### src/rtl/sr_ramp_pkg.sv
package sr_ramp_pkg;
  localparam int CODE_W = 2;
  localparam int DIV_W  = 2 * ((1 << CODE_W) - 1);

  function automatic logic [DIV_W-1:0] interval_last(input logic [CODE_W-1:0] code);
    logic [DIV_W:0] span;
    span = ({{DIV_W{1'b0}}, 1'b1} << (2 * code));
    return span[DIV_W-1:0] - 1'b1;
  endfunction
endpackage

### src/rtl/sr_interval_div.sv
module sr_interval_div
  import sr_ramp_pkg::*;
(
  input  logic              clk,
  input  logic              rst_n,
  input  logic              clr,
  input  logic              adv,
  input  logic [CODE_W-1:0] code,
  output logic              tick
);
  logic [DIV_W-1:0] cnt_q, cnt_d;
  logic             cnt_en;

  assign tick   = adv && (cnt_q >= interval_last(code));
  assign cnt_en = clr || adv;

  always_comb begin
    cnt_d = cnt_q;
    if (clr || tick) cnt_d = '0;
    else if (adv)    cnt_d = cnt_q + 1'b1;
  end

  always_ff @(posedge clk or negedge rst_n) begin
    if (!rst_n)      cnt_q <= '0;
    else if (cnt_en) cnt_q <= cnt_d;
  end
endmodule

### src/rtl/sr_edge_dec.sv
module sr_edge_dec #(
  parameter int EDGE_W = 10
) (
  input  logic [EDGE_W-1:0] cur,
  input  logic [EDGE_W-1:0] last,
  output logic [EDGE_W-1:0] nxt
);
  always_comb begin
    if (cur == '0) nxt = last;
    else           nxt = cur - 1'b1;
  end
endmodule

### src/rtl/sr_ss_rise_ramp.sv
module sr_ss_rise_ramp
  import sr_ramp_pkg::*;
#(
  parameter int EDGE_W = 10
) (
  input  logic              clk,
  input  logic              rst_n,
  input  logic              period_start,
  input  logic              ramp_en,
  input  logic              ss_launch,
  input  logic [CODE_W-1:0] step_code,
  input  logic [EDGE_W-1:0] prd_last,
  input  logic [EDGE_W-1:0] fall_edge,
  input  logic [EDGE_W-1:0] target_edge,
  output logic [EDGE_W-1:0] rise_edge,
  output logic              ramp_done
);
  logic [EDGE_W-1:0] edge_q, edge_d, edge_stepped;
  logic              done_q, done_d;
  logic              act_q, act_d;
  logic              pend_q, pend_d;
  logic              load, direct, adv, tick, upd_en;

  assign direct = period_start && !ramp_en;
  assign load   = period_start && ramp_en && (pend_q || ss_launch);
  assign adv    = period_start && ramp_en && !load && act_q && !done_q;
  assign upd_en = period_start || ss_launch;

  sr_interval_div u_div (
    .clk   (clk),
    .rst_n (rst_n),
    .clr   (load || direct),
    .adv   (adv),
    .code  (step_code),
    .tick  (tick)
  );

  sr_edge_dec #(.EDGE_W(EDGE_W)) u_dec (
    .cur  (edge_q),
    .last (prd_last),
    .nxt  (edge_stepped)
  );

  always_comb begin
    edge_d = edge_q;
    done_d = done_q;
    act_d  = act_q;
    pend_d = pend_q || ss_launch;
    if (direct) begin
      edge_d = target_edge;
      done_d = 1'b1;
      act_d  = 1'b0;
      pend_d = 1'b0;
    end else if (load) begin
      edge_d = fall_edge;
      done_d = (fall_edge == target_edge);
      act_d  = 1'b1;
      pend_d = 1'b0;
    end else if (tick) begin
      edge_d = edge_stepped;
      done_d = (edge_stepped == target_edge);
    end
  end

  always_ff @(posedge clk or negedge rst_n) begin
    if (!rst_n) begin
      edge_q <= '0;
      done_q <= 1'b0;
      act_q  <= 1'b0;
      pend_q <= 1'b0;
    end else if (upd_en) begin
      edge_q <= edge_d;
      done_q <= done_d;
      act_q  <= act_d;
      pend_q <= pend_d;
    end
  end

  assign rise_edge = edge_q;
  assign ramp_done = done_q;
endmodule

### config.mk
export PLATFORM = sky130hd
export DESIGN_NAME = sr_ss_rise_ramp
export DESIGN_NICKNAME = d
export VERILOG_FILES = /design/src/rtl/sr_ramp_pkg.sv /design/src/rtl/sr_interval_div.sv /design/src/rtl/sr_edge_dec.sv /design/src/rtl/sr_ss_rise_ramp.sv
export SDC_FILE = /design/constraint.sdc
export NUM_CORES = 1
export LEC_CHECK = 0
export BUFFER_PORTS_ARGS = -buffer_cell sky130_fd_sc_hd__buf_2
export CAP_MARGIN = 20
export CORE_UTILIZATION = 30
export CTS_BUF_LIST = sky130_fd_sc_hd__clkbuf_4 sky130_fd_sc_hd__clkbuf_8
export DETAILED_ROUTE_END_ITERATION = 10
export PLACE_DENSITY_LB_ADDON = 0.25
export SYNTH_ARGS = -nofsm -noshare
export SYNTH_HDL_FRONTEND = slang
export SYNTH_SLANG_ARGS = --single-unit
### constraint.sdc
create_clock -name clk -period 2.7 [get_ports clk]
set_input_delay 0.27 -clock clk [delete_from_list [all_inputs] [get_ports clk]]
set_output_delay 0.27 -clock clk [all_outputs]
set_load 0.01 [all_outputs]
# Word-level counts from Yosys, hierarchy flattened
# Index checks and enable logic that the tools add are counted.
# totals
register_bits,19
latchBits,0
mem_bits_rw,0
rom_bits,0
input_bits,37
out_inout_bits,11
elab_cells,47
memories,0
# classes
addsub,3
mul,0
n_div,0
order_cmp,1
n_eq_ne,2
n_shift,1
muxes,13
bitwise,0
reduce_logical,22
# op_table
op,n
two-way mux 10 bit,4
== test 10 bit,2
two-way mux 6 bit,2
logical NOT 10 bit,1
subtractor 10 x 1 -> 10 bit (second input constant),1
logical AND 1 bit,7
two-way mux 1 bit,7
adder 6 x 1 -> 6 bit (second input constant),1
>= comparator 6 bit,1
AND reduction 2 bit,3
left shift 1 x 3 -> 6 bit (first input constant),1
subtractor 6 x 1 -> 6 bit (second input constant),1
logical OR 1 bit,5
nonzero test 2 bit,2
logical NOT 1 bit,3
nonzero test 3 bit,1

# Logic depth before layout (Yosys ltp)
# depth
ltp_word,10
depth_mapped,10
depth_no_buf,10

# Hierarchy
# Synthesis repeated with hierarchy kept, for this count alone.
# unflattened
cells_unflattened,189
area_unflattened_um2,1735.4
# modules_own_cells
mod,instances,cells_per_inst,area_per_inst_um2
sr_ss_rise_ramp,1,99,935.9
sr_interval_div,1,47,486.7
sr_edge_dec,1,43,312.8

# Worst setup path after synthesis
# No wires, ideal clock.
# synth_path
path_type,register to register
start,reg edge_q[0] (netlist: rise_edge[0])
end,reg done_q (netlist: ramp_done)
arrival_time_ps,2280
path_slack_ps,328
stages_incl_launch_ff,10
path_buffers,0
cell_sequence,dfrtp_1 -> inv_1 -> ha_1 -> nor3b_1 -> nand2_1 -> mux2i_1 -> a311o_1 -> nor4_1 -> nand4_1 -> o31ai_2
# synth_between
elab_chain_cells,6
elab_cells_between_ends,7
# synth_rtl
element,line,text
from (decl),sr_ss_rise_ramp.sv:18,"logic [EDGE_W-1:0] edge_q, edge_d, edge_stepped;"
from (signal assigned),sr_ss_rise_ramp.sv:72,edge_q <= edge_d;
subtractor 10 x 1 -> 10 bit / logical NOT 10 bit (equally long branches),"sr_edge_dec.sv:10, sr_edge_dec.sv:9",
two-way mux 10 bit (*),sr_edge_dec.sv:9,if (cur == '0) nxt = last;
== test 10 bit (*),sr_ss_rise_ramp.sv:61,done_d = (edge_stepped == target_edge);
two-way mux 1 bit (*),sr_ss_rise_ramp.sv:59,end else if (tick) begin
two-way mux 1 bit (*),sr_ss_rise_ramp.sv:54,end else if (load) begin
two-way mux 1 bit (*),sr_ss_rise_ramp.sv:49,if (direct) begin
to (signal assigned),sr_ss_rise_ramp.sv:73,done_q <= done_d;
to (decl),sr_ss_rise_ramp.sv:19,"logic done_q, done_d;"
# Mark *: on every way between the ends. The rest lies on a longest branch, timed or not. The select of a mux whose other input is x is not followed.
# A chain may end at the register's enable or synchronous reset.

# Final worst setup path
# Ends and elaborated chain as after synthesis.

==> impl_metrics.yaml <==
layout:
  design_area_mm2: 0.00206
  fill_cells: 543
  final_cell_mix: "47 x buf_2, 20 x nand2_1, 20 x nor2_1"
  synthToLayoutAreaGrowth_pct: 26.0
  post-route-util_pct: 39.8
  final_common_cell: "buf_2"
  diodes: 0
  nets: 298
  drive_above_1_share_pct: 30.2
yosys:
  yosys_warnings: 0
  synth.avg_cell_area_um2: 8.30
  syn_area_mm2: 0.00164
  synth_ff_type: "dfrtp_1"
  ys_seq_elements: 19
  synth_cell_types: 52
  ys_seq_area_share_pct: 29.1
  synth_edf_count: 0
  syn_nets: 242
  synth_top_cell_area_share_pct: 29.1
  async_reset_ff_share_pct: 100
  synth_largest_area_cell: "dfrtp_1"
  synth.area.top_cells: "dfrtp_1 29%, ha_1 6.1%, o21ai_0 4.9%"
  synth_cells: 197
place:
  place.gp.congestion: 0.793
  postPlaceCellArea_mm2: 0.00200
  port_buffers: 47
  dp_hpwl_mm: 3.50
setup_path:
  setup.worst_path.end_class: "flop"
  worstPathArrival_ns: 2.58
  required_ns: 2.88
  crit_path_start_kind: "flop"
  worstSetupPathType: "flop to flop"
  cp_max_fo: 5
  timing.rr.start: "rise_edge[0]"
  worstSetupStartpoint: "rise_edge[0]"
min_path:
  hold_path.class: "input port to flop"
  holdCritStartpoint: "period_start"
detailed_routing:
  vias_per_cell: 5.11
  avgRoutedWirePerCell_um: 13.8
  ant_nets: 0
  initialDrtViolationCount: 89
  first_pass_iters: 5
  drt-total-wl_mm: 4.45
  drcViolationCount: 0
  vias: 1647
floorplan:
  design.core.area_mm2: 0.00517
  die_h_um: 75.8
  die_x_um: 75.8
  die-area_mm2: 0.00575
  pin_count: 48
  row_count: 26
  initial_core_util_pct: 31.6
sta:
  hold_violations: 0
  max_freq_ghz: 0.417
  rsz0062_at_grt: "false"
  min_period_ns: 2.40
  maxSlewViolCount: 0
  slew-limit-headroom_pct: 47.7
  worstMarginPinSlew_ns: 0.783
  tns_ns: 0
  fin_crit_sh_pct: 88.8
  whs_ns: 0.266
  setup_viol: 0
  finalClockSkew_ns: 0.00478
clock_network:
  cts_max_level: 1
  cts_buffers: 3
  clkSinkCount: 19
  insertion_delay_ns: 0.26
  cts_tree: "yes"
  cts.root.buffer_cell: "clkbuf_8"
  post_cts_buffers: 0
  clock_path_buffers: 2
  clkSlewWorstSetupHoldPaths_ns: 0.09
status:
  status: "completed"
power_and_ir_drop:
  ir_worst_vdd_uv: 424
  finalPower_uw: 1620
  pwr_density_cell_mw_per_mm2: 784
  leakagePower_uw: 0.000964
global_routing:
  overflow: 0
  grt_max_degree: 23
  grt_usage_pct: 16.7
  grt_pass1_vias: 1428
  antenna_found_initial: 0
  grt_pass1_wl_mm: 7.18
run:
  drv_cap: 0
## critical path, stage by stage, from the launching register on
cell and delay [ns]:
dfrtp_1 0.43, inv_1 0.13, ha_1 0.23, nor3b_2 0.24
nand2_1 0.09, mux2i_1 0.18, a311o_1 0.40, nor4_1 0.24
nand4_1 0.15, o31ai_2 0.22
## flip-flops by register name, indices dropped and copies added, names as in the netlist
register     flops
rise_edge       10
u_div.cnt_q      6
act_q            1
pend_q           1
ramp_done        1
## per-stage QoR
step / instances / worst slack (ns)
after floorplan: 197 / 0.328
final: 322 / 0.302
after global routing: 322 / 0.0741
after global placement: 317 / 0.231
after detailed placement: 317 / 0.223
after CTS: 322 / 0.200
## timing repair
action	CTS	global route
endpoints found under the setup margin	0	1
gates resized for setup	0	1
hold buffers	1	0
hold endpoints to repair	19	0
## final cells by class
cell class                 instances  area (um^2)  area share, %
clock inverter                     1         7.51          0.364
clock buffer                       3         41.3           2.00
inverter                           9         33.8           1.64
sequential                        19          475           23.1
multi-input combinational        163         1100           53.5
timing repair buffer              57          313           15.2
tap                               70         87.6           4.25
## cell families (layout without fill, tap and decap cells)
kind of cell	count (synthesis)	count (layout)	synth area share (%)
muxes	7	7	4.44
buffers and inverters	15	70	3.82
and+or+nand+nor	78	78	25.7
adders and majority gates	8	8	6.12
AOI/OAI and AO/OA	60	60	25.5
DFF	19	19	29.1
xor gates and xnor gates	10	10	5.36
## metal layers
layer | routed length (um) | vias up | track usage (%)
met3 | 167 | 2 | 2.38
met1 | 2250 | 763 | 24.9
met4 | 22 | 0 | 2.67
li1 | - | 843 | -
met5 | 0 | - | 0
met2 | 2010 | 39 | 25.7
## path summary, 6_finish.rpt
| path | slack (ns) | cells past startpoint | endpoint |
|---|---|---|---|
| worst max-delay path | 0.30 | 9 | ramp_done |
| worst min-delay path | 0.27 | 2 | pend_q |
| worst max register to register | 0.30 | 9 | ramp_done |
| worst min register to register | 0.51 | 2 | act_q |
| max in group asynchronous | 1.88 | 2 | rise_edge[0] |
| min in group asynchronous | 0.49 | 2 | u_div.cnt_q[4] |
## Yosys cell counts, types with 2 or more instances
cell type,count
nand2_1,20
nor2_1,20
dfrtp_1,19
o21ai_0,16
a21oi_1,9
inv_1,9
ha_1,8
a211oi_1,6
a31oi_1,6
nand3_1,6
nor3_1,6
mux2i_1,5
xnor2_1,5
xor2_1,5
a21o_1,3
clkbuf_1,3
nand4_1,3
o211ai_2,3
a221oi_1,2
and2_1,2
mux2_2,2
nand2b_1,2
nor2b_1,2
nor3b_1,2
nor4_1,2
o21bai_1,2
o31ai_1,2
or3_1,2
or3b_2,2
## power by group
group,switching [uW],total (uW),internal (uW)
Sequential,146,511,365
Clock,111,215,104
Combinational,479,890,411
Total,737,1620,880
(Power assumes the default switching activity.)
